[config.mk]
export PLATFORM = sky130hd
export DESIGN_NAME = cart_bus_seq
export DESIGN_NICKNAME = d
export VERILOG_FILES = /design/src/rtl/cbs_pkg.sv /design/src/rtl/cbs_addr_track.sv /design/src/rtl/cbs_busy_ctr.sv /design/src/rtl/cbs_inj_queue.sv /design/src/rtl/cart_bus_seq.sv
export SDC_FILE = /design/constraint.sdc
export NUM_CORES = 1
export LEC_CHECK = 0
export BUFFER_PORTS_ARGS = -buffer_cell sky130_fd_sc_hd__buf_2
export CAP_MARGIN = 30
export CORE_AREA = 2 2 104 106
export CTS_CLUSTER_SIZE = 28
export DETAILED_ROUTE_END_ITERATION = 10
export DIE_AREA = 0 0 106 108
export GPL_TIMING_DRIVEN = 0
export PLACE_DENSITY = 0.63
export SKIP_LAST_GASP = 1
export SYNTH_ARGS = -nofsm -noshare
export SYNTH_HDL_FRONTEND = slang
export SYNTH_SLANG_ARGS = --single-unit
[constraint.sdc]
create_clock -name clk -period 2.4 [get_ports clk]
set_clock_uncertainty 0.2 [all_clocks]
set_input_delay 0.24 -clock clk [delete_from_list [all_inputs] [get_ports clk]]
set_output_delay 0.24 -clock clk [all_outputs]
set_load 0.02 [all_outputs]
[src/rtl/cbs_pkg.sv]
package cbs_pkg;
   typedef enum logic [2:0] {
      ST_NORM   = 3'd0,
      ST_SFETCH = 3'd1,
      ST_FHW    = 3'd2,
      ST_EBUSY  = 3'd3,
      ST_BUSY   = 3'd4,
      ST_INJ    = 3'd5
   } cbs_state_e;

   localparam logic [7:0] NOP_OP = 8'hEA;
   localparam logic [7:0] JMP_OP = 8'h4C;
endpackage

[src/rtl/cbs_addr_track.sv]
module cbs_addr_track #(
   parameter int AW       = 13,
   parameter int GUARD_LO = 8,
   parameter int GUARD_HI = 9
) (
   input  logic          clk,
   input  logic          rst_n,
   input  logic          stb,
   input  logic [AW-1:0] addr,
   input  logic [AW-1:0] ref_addr,
   output logic          repeat_o,
   output logic          far_move
);
   localparam logic [AW-1:0] GUARD_M =
      AW'((1 << (GUARD_HI + 1)) - (1 << GUARD_LO));

   generate
      if (GUARD_HI < GUARD_LO || GUARD_HI >= AW) begin : g_bad_guard
         $error("cbs_addr_track: guard bit range out of address width");
      end
   endgenerate

   logic [AW-1:0] prev_q;
   logic          prev_vld_q;

   always_ff @(posedge clk or negedge rst_n) begin
      if (!rst_n) begin
         prev_q     <= '0;
         prev_vld_q <= 1'b0;
      end else if (stb) begin
         prev_q     <= addr;
         prev_vld_q <= 1'b1;
      end
   end

   assign repeat_o = prev_vld_q && (addr == prev_q);
   assign far_move = |((addr ^ ref_addr) & ~GUARD_M);
endmodule

[src/rtl/cbs_busy_ctr.sv]
module cbs_busy_ctr #(
   parameter int CW = 8
) (
   input  logic          clk,
   input  logic          rst_n,
   input  logic          load,
   input  logic [CW-1:0] load_val,
   input  logic          dec,
   output logic          zero
);
   generate
      if (CW < 1) begin : g_bad_cw
         $error("cbs_busy_ctr: counter width must be positive");
      end
   endgenerate

   logic [CW-1:0] cnt_q;

   always_ff @(posedge clk or negedge rst_n) begin
      if (!rst_n)
         cnt_q <= '0;
      else if (load)
         cnt_q <= load_val;
      else if (dec && cnt_q != '0)
         cnt_q <= cnt_q - 1'b1;
   end

   assign zero = (cnt_q == '0);


   busy_dec_chk: assert property (@(posedge clk) disable iff (!rst_n)
      (dec && !load && cnt_q != '0) |=> (cnt_q == $past(cnt_q) - 1'b1));
endmodule

[src/rtl/cbs_inj_queue.sv]
module cbs_inj_queue #(
   parameter int NB = 4,
   parameter int DW = 8
) (
   input  logic             clk,
   input  logic             rst_n,
   input  logic             load,
   input  logic [NB*DW-1:0] load_val,
   input  logic             shift,
   output logic [DW-1:0]    head,
   output logic             last,
   output logic             empty
);
   localparam int QW = NB * DW;

   generate
      if (NB < 2) begin : g_bad_nb
         $error("cbs_inj_queue: queue needs at least two byte lanes");
      end
   endgenerate

   logic [DW-1:0] lane_q [NB];

   for (genvar i = 0; i < NB; i++) begin : g_lane
      if (i == NB - 1) begin : g_top
         always_ff @(posedge clk or negedge rst_n) begin
            if (!rst_n)     lane_q[i] <= '0;
            else if (load)  lane_q[i] <= load_val[i*DW +: DW];
            else if (shift) lane_q[i] <= '0;
         end
      end else begin : g_mid
         always_ff @(posedge clk or negedge rst_n) begin
            if (!rst_n)     lane_q[i] <= '0;
            else if (load)  lane_q[i] <= load_val[i*DW +: DW];
            else if (shift) lane_q[i] <= lane_q[i+1];
         end
      end
   end

   logic [QW-1:0] flat;
   always_comb begin
      for (int i = 0; i < NB; i++) flat[i*DW +: DW] = lane_q[i];
   end

   assign head  = lane_q[0];
   assign last  = (flat[QW-1:DW] == '0);
   assign empty = (flat == '0);


   queue_shift_chk: assert property (@(posedge clk) disable iff (!rst_n)
      (shift && !load) |=> (flat == ($past(flat) >> DW)));
endmodule

[src/rtl/cart_bus_seq.sv]
module cart_bus_seq
   import cbs_pkg::*;
#(
   parameter int AW       = 13,
   parameter int DW       = 8,
   parameter int CW       = 8,
   parameter int QBYTES   = 4,
   parameter int CART_BIT = 12,
   parameter int GUARD_LO = 8,
   parameter int GUARD_HI = 9
) (
   input  logic          clk,
   input  logic          rst_n,
   input  logic          cyc_stb,
   input  logic [AW-1:0] addr,
   input  logic [DW-1:0] data_in,
   input  logic          rd_wr_n,
   input  logic          bank_sw,
   input  logic          ram_wr_sel,
   input  logic          copy_sel,
   input  logic [DW-1:0] rom_data,
   input  logic [CW-1:0] copy_len_cycles,
   output logic          drive_en,
   output logic [DW-1:0] data_out,
   output logic          contention_err,
   output logic          prev_offset,
   output logic          wr_go,
   output logic [AW-1:0] wr_addr,
   output logic [DW-1:0] wr_data,
   output logic          copy_go
);
   localparam int QW = QBYTES * DW;

   generate
      if (DW != 8) begin : g_bad_dw
         $error("cart_bus_seq: opcodes need an 8-bit data bus");
      end
      if (QBYTES < 3) begin : g_bad_q
         $error("cart_bus_seq: queue must hold opcode and two address bytes");
      end
      if (AW > 2 * DW || CART_BIT >= AW) begin : g_bad_aw
         $error("cart_bus_seq: address width does not fit the jump operand");
      end
   endgenerate

   cbs_state_e    st_q;
   logic          drv_q, err_q, poff_q, wr_go_q, copy_go_q;
   logic [DW-1:0] dout_q;
   logic [AW-1:0] lat_a_q;
   logic [DW-1:0] lat_d_q;

   logic cart, rd, rep, far;
   logic bz_zero, q_last, q_empty;
   logic [DW-1:0] q_head;
   logic [QW-1:0] jmp_word;
   logic launch, bz_dec, q_shift, contend;

   assign cart = addr[CART_BIT];
   assign rd   = cart && rd_wr_n;

   cbs_addr_track #(.AW(AW), .GUARD_LO(GUARD_LO), .GUARD_HI(GUARD_HI)) u_track (
      .clk      (clk),
      .rst_n    (rst_n),
      .stb      (cyc_stb),
      .addr     (addr),
      .ref_addr (lat_a_q),
      .repeat_o (rep),
      .far_move (far)
   );

   assign launch  = cyc_stb && (st_q == ST_EBUSY) && !rep && far && cart;
   assign bz_dec  = cyc_stb && (st_q == ST_BUSY);
   assign q_shift = cyc_stb && (st_q == ST_INJ) && !rep && cart;
   assign contend = cyc_stb && !rd_wr_n && ((st_q == ST_BUSY) || launch);

   always_comb begin
      jmp_word = '0;
      jmp_word[DW-1:0]      = JMP_OP;
      jmp_word[3*DW-1:DW]   = (2*DW)'(addr);
   end

   cbs_busy_ctr #(.CW(CW)) u_busy (
      .clk      (clk),
      .rst_n    (rst_n),
      .load     (launch),
      .load_val (copy_len_cycles),
      .dec      (bz_dec),
      .zero     (bz_zero)
   );

   cbs_inj_queue #(.NB(QBYTES), .DW(DW)) u_queue (
      .clk      (clk),
      .rst_n    (rst_n),
      .load     (launch),
      .load_val (jmp_word),
      .shift    (q_shift),
      .head     (q_head),
      .last     (q_last),
      .empty    (q_empty)
   );

   always_ff @(posedge clk or negedge rst_n) begin
      if (!rst_n) begin
         st_q      <= ST_NORM;
         drv_q     <= 1'b0;
         dout_q    <= '0;
         err_q     <= 1'b0;
         poff_q    <= 1'b0;
         wr_go_q   <= 1'b0;
         copy_go_q <= 1'b0;
         lat_a_q   <= '0;
         lat_d_q   <= '0;
      end else begin
         wr_go_q   <= 1'b0;
         copy_go_q <= 1'b0;
         if (cyc_stb) begin
            if (contend) err_q <= 1'b1;
            if (st_q == ST_BUSY) begin
               drv_q  <= 1'b1;
               dout_q <= NOP_OP;
               poff_q <= 1'b0;
               if (bz_zero) st_q <= q_empty ? ST_NORM : ST_INJ;
            end else if (!rep) begin
               poff_q <= 1'b0;
               unique case (st_q)
                  ST_NORM: begin
                     if (bank_sw) begin
                        drv_q <= rd;
                        if (rd) dout_q <= rom_data;
                        st_q <= ST_SFETCH;
                     end else if (cart && ram_wr_sel) begin
                        lat_a_q <= addr;
                        lat_d_q <= data_in;
                        drv_q   <= 1'b0;
                        st_q    <= ST_FHW;
                     end else if (cart && copy_sel && !rd_wr_n) begin
                        lat_a_q <= addr;
                        drv_q   <= 1'b0;
                        st_q    <= ST_EBUSY;
                     end else begin
                        drv_q <= rd;
                        if (rd) dout_q <= rom_data;
                     end
                  end
                  ST_SFETCH: begin
                     if (cart) begin
                        drv_q  <= rd;
                        if (rd) dout_q <= rom_data;
                        poff_q <= 1'b1;
                        st_q   <= ST_NORM;
                     end else begin
                        drv_q <= 1'b0;
                     end
                  end
                  ST_FHW: begin
                     if (!far) begin
                        lat_a_q <= addr;
                        lat_d_q <= data_in;
                        drv_q   <= 1'b0;
                     end else begin
                        drv_q   <= rd;
                        if (rd) dout_q <= rom_data;
                        poff_q  <= 1'b1;
                        wr_go_q <= 1'b1;
                        st_q    <= ST_NORM;
                     end
                  end
                  ST_EBUSY: begin
                     if (!far) begin
                        drv_q <= 1'b0;
                     end else if (cart) begin
                        drv_q     <= 1'b1;
                        dout_q    <= NOP_OP;
                        copy_go_q <= 1'b1;
                        st_q      <= ST_BUSY;
                     end else begin
                        drv_q <= 1'b0;
                        st_q  <= ST_NORM;
                     end
                  end
                  ST_INJ: begin
                     if (cart) begin
                        drv_q  <= 1'b1;
                        dout_q <= q_head;
                        if (q_last) st_q <= ST_NORM;
                     end else begin
                        drv_q <= 1'b0;
                     end
                  end
                  default: st_q <= ST_NORM;
               endcase
            end
         end
      end
   end

   assign drive_en       = drv_q;
   assign data_out       = dout_q;
   assign contention_err = err_q;
   assign prev_offset    = poff_q;
   assign wr_go          = wr_go_q;
   assign wr_addr        = lat_a_q;
   assign wr_data        = lat_d_q;
   assign copy_go        = copy_go_q;


   repeat_hold_chk: assert property (@(posedge clk) disable iff (!rst_n)
      (cyc_stb && rep && st_q != ST_BUSY) |=>
         ($stable(drive_en) && $stable(data_out) && !wr_go && !copy_go));

   single_launch_chk: assert property (@(posedge clk) disable iff (!rst_n)
      $onehot0({wr_go, copy_go}));

   copy_nop_chk: assert property (@(posedge clk) disable iff (!rst_n)
      copy_go |-> (drive_en && data_out == NOP_OP));

   busy_drive_chk: assert property (@(posedge clk) disable iff (!rst_n)
      (st_q == ST_BUSY) |-> (drive_en && data_out == NOP_OP));

   err_sticky_chk: assert property (@(posedge clk) disable iff (!rst_n)
      contention_err |=> contention_err);
endmodule

Yosys cells after proc, flatten, opt, wreduce, memory -nomap -nowiden
Cells that the tools add are included.
{ "word_totals": {"output_inout_bits": 34, "wordCells": 144, "regBits": 91} }
{ "op_classes": {"bitwise_logic": 3, "n_reduce_logical": 36, "add_sub_neg": 1, "n_eq_ne": 21, "mux": 67} }
{ "op_table": {"columns": ["cell", "n"], "rows": [
  ["8-bit 2-to-1 mux", 24],
  ["13-bit 2-to-1 mux", 4],
  ["8-bit one-hot mux with 5 select lines", 1],
  ["3-bit 2-to-1 mux", 13],
  ["32-bit zero test", 1],
  ["13-bit one-hot mux with 2 select lines", 1],
  ["24-bit zero test", 1],
  ["1-bit 2-to-1 mux", 20],
  ["1-bit logical AND", 16],
  ["8-bit one-hot mux with 2 select lines", 1],
  ["3-bit one-hot mux with 5 select lines", 1],
  ["7-bit AND reduction", 2],
  ["13-bit == test", 1],
  ["13-bit bitwise XOR", 1],
  ["3-bit by 2-bit != test with 1-bit output (second input constant)", 4],
  ["11-bit OR reduction", 1],
  ["10-bit AND reduction", 1],
  ["3-bit != test (second input constant)", 3],
  ["9-bit AND reduction", 1],
  ["8-bit zero test", 1],
  ["2-bit != test (second input constant)", 4],
  ["4-bit != test (second input constant)", 2],
  ["8-bit nonzero test", 1],
  ["8-bit by 1-bit subtractor with 8-bit output (second input constant)", 1],
  ["15 further kinds", 22]
]} }

Depth between registers and ports, before layout
{ "logic_depth": {"ltp_word": 9, "ltp_mapped": 8, "mapped_depth_nobuf": 8} }

Hierarchy
A second synthesis with hierarchy kept.
{ "hier_totals": {"cells_unflattened": 457, "hier_area_um2": 4887.2} }
{ "modules_own_cells": {"columns": ["module", "instances", "area_per_inst_um2", "seq_area_each_um2", "cells_per_inst"], "rows": [
  ["cart_bus_seq", 1, 1938.1, 925.9, 168],
  ["cbs_inj_queue", 1, 1591.5, 800.8, 159],
  ["cbs_addr_track", 1, 782.0, 350.3, 62],
  ["cbs_busy_ctr", 1, 575.6, 200.2, 68]
]} }

Worst setup path before layout
Ideal clock, no wire load.
{ "synth_timing": {"path_type": "register to register", "from": "reg lat_a_q[2] (netlist: wr_addr[2])", "to": "reg lat_a_q[0] (netlist: wr_addr[0])", "synth_period_minus_slack_ns": 2.445, "path_stages_with_launch": 8, "slack_ns": -0.045, "arrival_time_ns": 2.120, "t_required_ns": 2.075, "path_cell_list": "dfrtp_1 xnor2_1 nand4_1 or3_4 a211o_4 nor2_4 buf_6 mux2_4"} }
{ "synth_via": {"elab_chain_cells": 4} }
{ "synth_lines": {"columns": ["item", "line", "source"], "rows": [
  ["start: declaration", "cart_bus_seq.sv:49", "logic [AW-1:0] lat_a_q;"],
  ["start signal: assignment", "cart_bus_seq.sv:132", "lat_a_q <= addr;"],
  ["start signal: assignment", "cart_bus_seq.sv:137", "lat_a_q <= addr;"],
  ["start signal: assignment", "cart_bus_seq.sv:157", "lat_a_q <= addr;"],
  ["13-bit bitwise XOR", "cbs_addr_track.sv:37", "assign far_move = |((addr ^ ref_addr) & ~GUARD_M);"],
  ["11-bit OR reduction", "cbs_addr_track.sv:37", null],
  ["2-bit != test (no source line)", null, null],
  ["7-bit AND reduction (no source line)", null, null]
]} }
No other way between the ends.
A chain may end at the register's enable or synchronous reset.

Final worst setup path
{ "layout_timing": {"from": "reg lat_a_q[6] (netlist: wr_addr[6])", "to": "reg lat_a_q[2] (netlist: wr_addr[2])"} }
Same word-level chain as after synthesis.

==> results.md <==
* Status: finished with violations
* Violated checks: negative setup slack
* Syn_area_per_cell at 10.9 sq um
* Critical path class: register to register
* Initial antenna violation count at 0
* Remaining DRCs at 0
* H-tree depth at 3
* Post-Syn Nets at 417
* Drt wl/cell at 15.8 microns
* Worst Path Required at 2.44 ns
* Iter 0 DRT Violations at 162
* Gr ovfl total at 0
* Setup TNS at -1.43 ns
* Final setup vio count at 22
* Worst Setup End Kind: register
* Share of cells above drive strength 1 at 39.0%
* CTS tree: yes
* Final WS setup at -0.0841 ns
* Post-route ant nets at 0
* Worst setup endpoint: wr_addr[2]$_DFFE_PN0P_
* Die X at 106 microns
* Vias in the first global route at 3356
* Vias after detailed routing at 3258
* Fmax at 403 MHz
* Number of clock sinks at 80
* Largest stage delay, worst path at 0.41 ns
* Worst setup startpoint: wr_addr[6]$_DFFE_PN0P_
* Lkg Pwr at 2.39 nW
* Initial core utilization at 39.5%
* Worst-path clk slew at 0.09 ns
* FILL cells at 936
* Syn. warnings at 0
* CP max-delay cell: or3_4
* Min cycle time layout at 2.48 ns
* Post-synthesis simple-gate area fraction at 14.9%
* I/O pin count at 78
* Setup crit start kind: register
* Hold Vio Cnt, Final at 0
* RSZ-0062 raised after global routing: yes
* Synth cell types at 47
* Peak VDD IR at 0.563 mV
* Min-delay worst type: input pin to register
* Most common cell on crit path: buf_12
* Reg-to-Reg End: wr_addr[2]$_DFFE_PN0P_
* Adder-Cell Fraction of Synth Area at 0.619%
* Die Height at 108 microns
* Core Box Area at 0.0102 sq mm
* Rows at 37
* Compound-Gate Fraction of Synth Area at 11.1%
* Reg2reg setup slack at -0.08 ns
* Die footprint at 0.0114 sq mm
* Worst-path maximum fanout at 5
* Reg2Reg Depth at 8
* CP cell instances: xnor2_1 > nand4_1 > or3_4 > a211o_4 > nor2_4 > buf_12 > buf_12 > mux2_4
* Largest family of logic cells by synthesized area: simple AND/OR/NAND/NOR gates
* HPWL Detailed at 6.98 mm
* Synth async-reset ratio at 100%
* Post-synthesis xor/xnor area fraction at 6.72%
* Crit Reg-Reg Startpoint: wr_addr[6]$_DFFE_PN0P_
* Num CTS Buffers at 9
* Data arrival, critical path at 2.52 ns
* Post-synthesis sequential area ratio at 49.5%
* Final Wtd Congestion at 0.927
* Worst slew pin tran at 0.574 ns
* Diode count at 0
* Number of port buffers at 77
* Clk root buf: clkbuf_8
* Clock latency on the worst-skew pair at 0.36 ns
* DR vias/cell at 5.11
* Number of flops mapped to enable cells by yosys at 0
* Final wirelength at 10.1 mm
* Pre-antenna DRT Iters at 4
* Fin nets at 543
* Max clock buf depth at 2
* GR Util All Layers at 18.7%
* Prevailing post-synth register cell: dfrtp_1
* Synthesized flop and latch total at 80
* Synthesized area at 0.00404 sq mm
* Max transition margin at 61.7%
* Maximum capacitance violations at 0
* Power Density at 1170 mW/mm^2
* Slew Limit Fails at 0
* Setup WS pre-CTS at -0.303 ns
* Final period util at 104%
* Syn-to-layout area delta at 33.6%
* Largest net degree at the start of global routing at 59
* Syn Inst Count at 371
* First-pass GRT wire length at 16.8 mm
* Multiplexer share of the synthesized area at 14.5%
==> state kept, by name, summed over array words and instances (netlist names) <==
register / count
u_queue.flat: 13
u_track.prev_vld_q: 1
wr_addr: 13
contention_err: 1
wr_data: 8
data_out: 8
drive_en: 1
u_queue.head: 8
u_busy.cnt_q: 8
copy_go: 1
st_q: 3
prev_offset: 1
u_track.prev_q: 13
wr_go: 1
==> worst min path at each step <==
| stage | to | start | cells past startpoint | slack [ns] |
|---|---|---|---|---|
| 3_5_place_dp | wr_data[6]$_DFFE_PN0P_ | rst_n | 1 | -0.04 |
| 2_1_floorplan | contention_err$_DFFE_PN0P_ | rst_n | 0 | -0.26 |
| 3_3_place_gp | u_busy.cnt_q[3]$_DFFE_PN0P_ | copy_len_cycles[3] | 3 | 0.25 |
| 4_1_cts | wr_addr[5]$_DFFE_PN0P_ | addr[5] | 2 | 0.004 |
| 6_report | wr_addr[5]$_DFFE_PN0P_ | addr[5] | 2 | 0.01 |
| 5_1_grt | wr_addr[5]$_DFFE_PN0P_ | addr[5] | 2 | 0.0004 |
==> per-stage QoR <==
step                cell area [sq um]  power, mW  cells  utilization [%]  hold WS (ns)
finish                           5400       6.32    638             52.8        0.0101
floorplan                        4050       4.11    371                -        -0.256
global route                     5400       6.74    638             52.8      0.000362
global placement                 4610       4.77    584             45.0         0.245
detailed placement               4640       4.85    585             45.3       -0.0358
CTS                              5260       6.21    633             51.4       0.00419
==> layout by cell type (no fill, tap or decap), types with 4 or more instances in the layout <==
master | Yosys | routed
nor3_1 | 9 | 8
a21oi_1 | 12 | 11
xnor2_1 | 30 | 26
o21ai_0 | 21 | 20
nand4_1 | 7 | 7
nand2b_1 | 5 | 5
nand2_1 | 45 | 43
nor2_1 | 19 | 16
nor4_1 | 8 | 6
clkbuf_1 | 14 | 12
buf_4 | 0 | 15
xnor2_2 | 0 | 4
a22o_1 | 8 | 8
mux2_4 | 18 | 27
nor2_4 | 2 | 4
clkbuf_2 | 0 | 5
inv_1 | 6 | 6
dfrtp_1 | 80 | 75
dfrtp_2 | 0 | 5
a31oi_1 | 7 | 7
clkbuf_8 | 0 | 10
buf_2 | 3 | 79
mux2_2 | 27 | 18
nand3_1 | 9 | 9
o22ai_1 | 5 | 5
dlygate4sd3_1 | 0 | 19
==> report_power, final <==
| part | total [mW] | switching (mW) | internal, mW |
|---|---|---|---|
| Combinational | 2.88 | 1.47 | 1.42 |
| Sequential | 2.33 | 0.432 | 1.90 |
| Clock | 1.11 | 0.491 | 0.615 |
==> cells by family (layout without fill, tap and decap cells) <==
kind of cell    Yosys count  after routing
buf+inv                  25            156
mux                      46             46
flops                    80             80
compound gates           66             66
fa+ha+maj                 2              2
xor+xnor                 31             31
simple gates            121            121
==> critical path: cells and delay by family, from the launching register on <==
kind | cells | cell delay, ns
simple gates | 3 | 0.67
flops | 1 | 0.40
compound gates | 1 | 0.35
mux | 1 | 0.29
buf+inv | 2 | 0.26
xor+xnor | 1 | 0.18
==> per-layer routing <==
layer,vias up,track usage [%],routed length (microns)
met5,-,0,0
met4,0,7.14,164
met3,14,3.56,463
met2,102,30.6,4800
met1,1571,24.9,4680
li1,1571,-,-
==> cell type report <==
type / instances / area (sq um) / area share (%)
inverter: 7 / 30.0 / 0.556
clock inverter: 3 / 65.1 / 1.20
sequential: 80 / 2010 / 37.2
multi-input combinational: 266 / 2090 / 38.8
timing repair buffer: 115 / 790 / 14.6
buffer: 18 / 93.8 / 1.74
tap: 136 / 170 / 3.15
clock buffer: 13 / 149 / 2.76
==> synthesized netlist by cell type (2+ instances only) <==
library cell / n / area share (%)
ha_1: 2 / 0.62
mux2_4: 18 / 6.7
o31ai_1: 3 / 0.56
inv_1: 6 / 0.56
mux2_2: 27 / 7.5
xnor2_1: 30 / 6.5
a31oi_1: 7 / 1.1
clkbuf_1: 14 / 1.3
nand2_1: 45 / 4.2
o21ai_0: 21 / 2.6
nand2b_1: 5 / 0.77
nor4_1: 8 / 1.2
nor2_4: 2 / 0.56
o22ai_1: 5 / 0.77
nor3_1: 9 / 1.1
nor2_1: 19 / 1.8
or2_2: 2 / 0.31
nand4_1: 7 / 1.1
and2_1: 4 / 0.62
buf_2: 3 / 0.37
dfrtp_1: 80 / 50
nor2b_1: 3 / 0.46
a21oi_1: 12 / 1.5
a22o_1: 8 / 1.7
nand3_1: 9 / 1.1
==> what timing repair did <==
| action | in CTS | in global routing |
|---|---|---|
| endpoints found under the hold margin | 102 | 0 |
| hold buffers | 19 | 0 |
| resized for setup | 21 | 23 |
| gates cloned | 1 | 0 |
| endpoints found under the setup margin | 48 | 62 |
| pin swaps | 14 | 12 |
| setup buffers | 13 | 5 |
No activity file was read; power rests on OpenSTA's default activity.
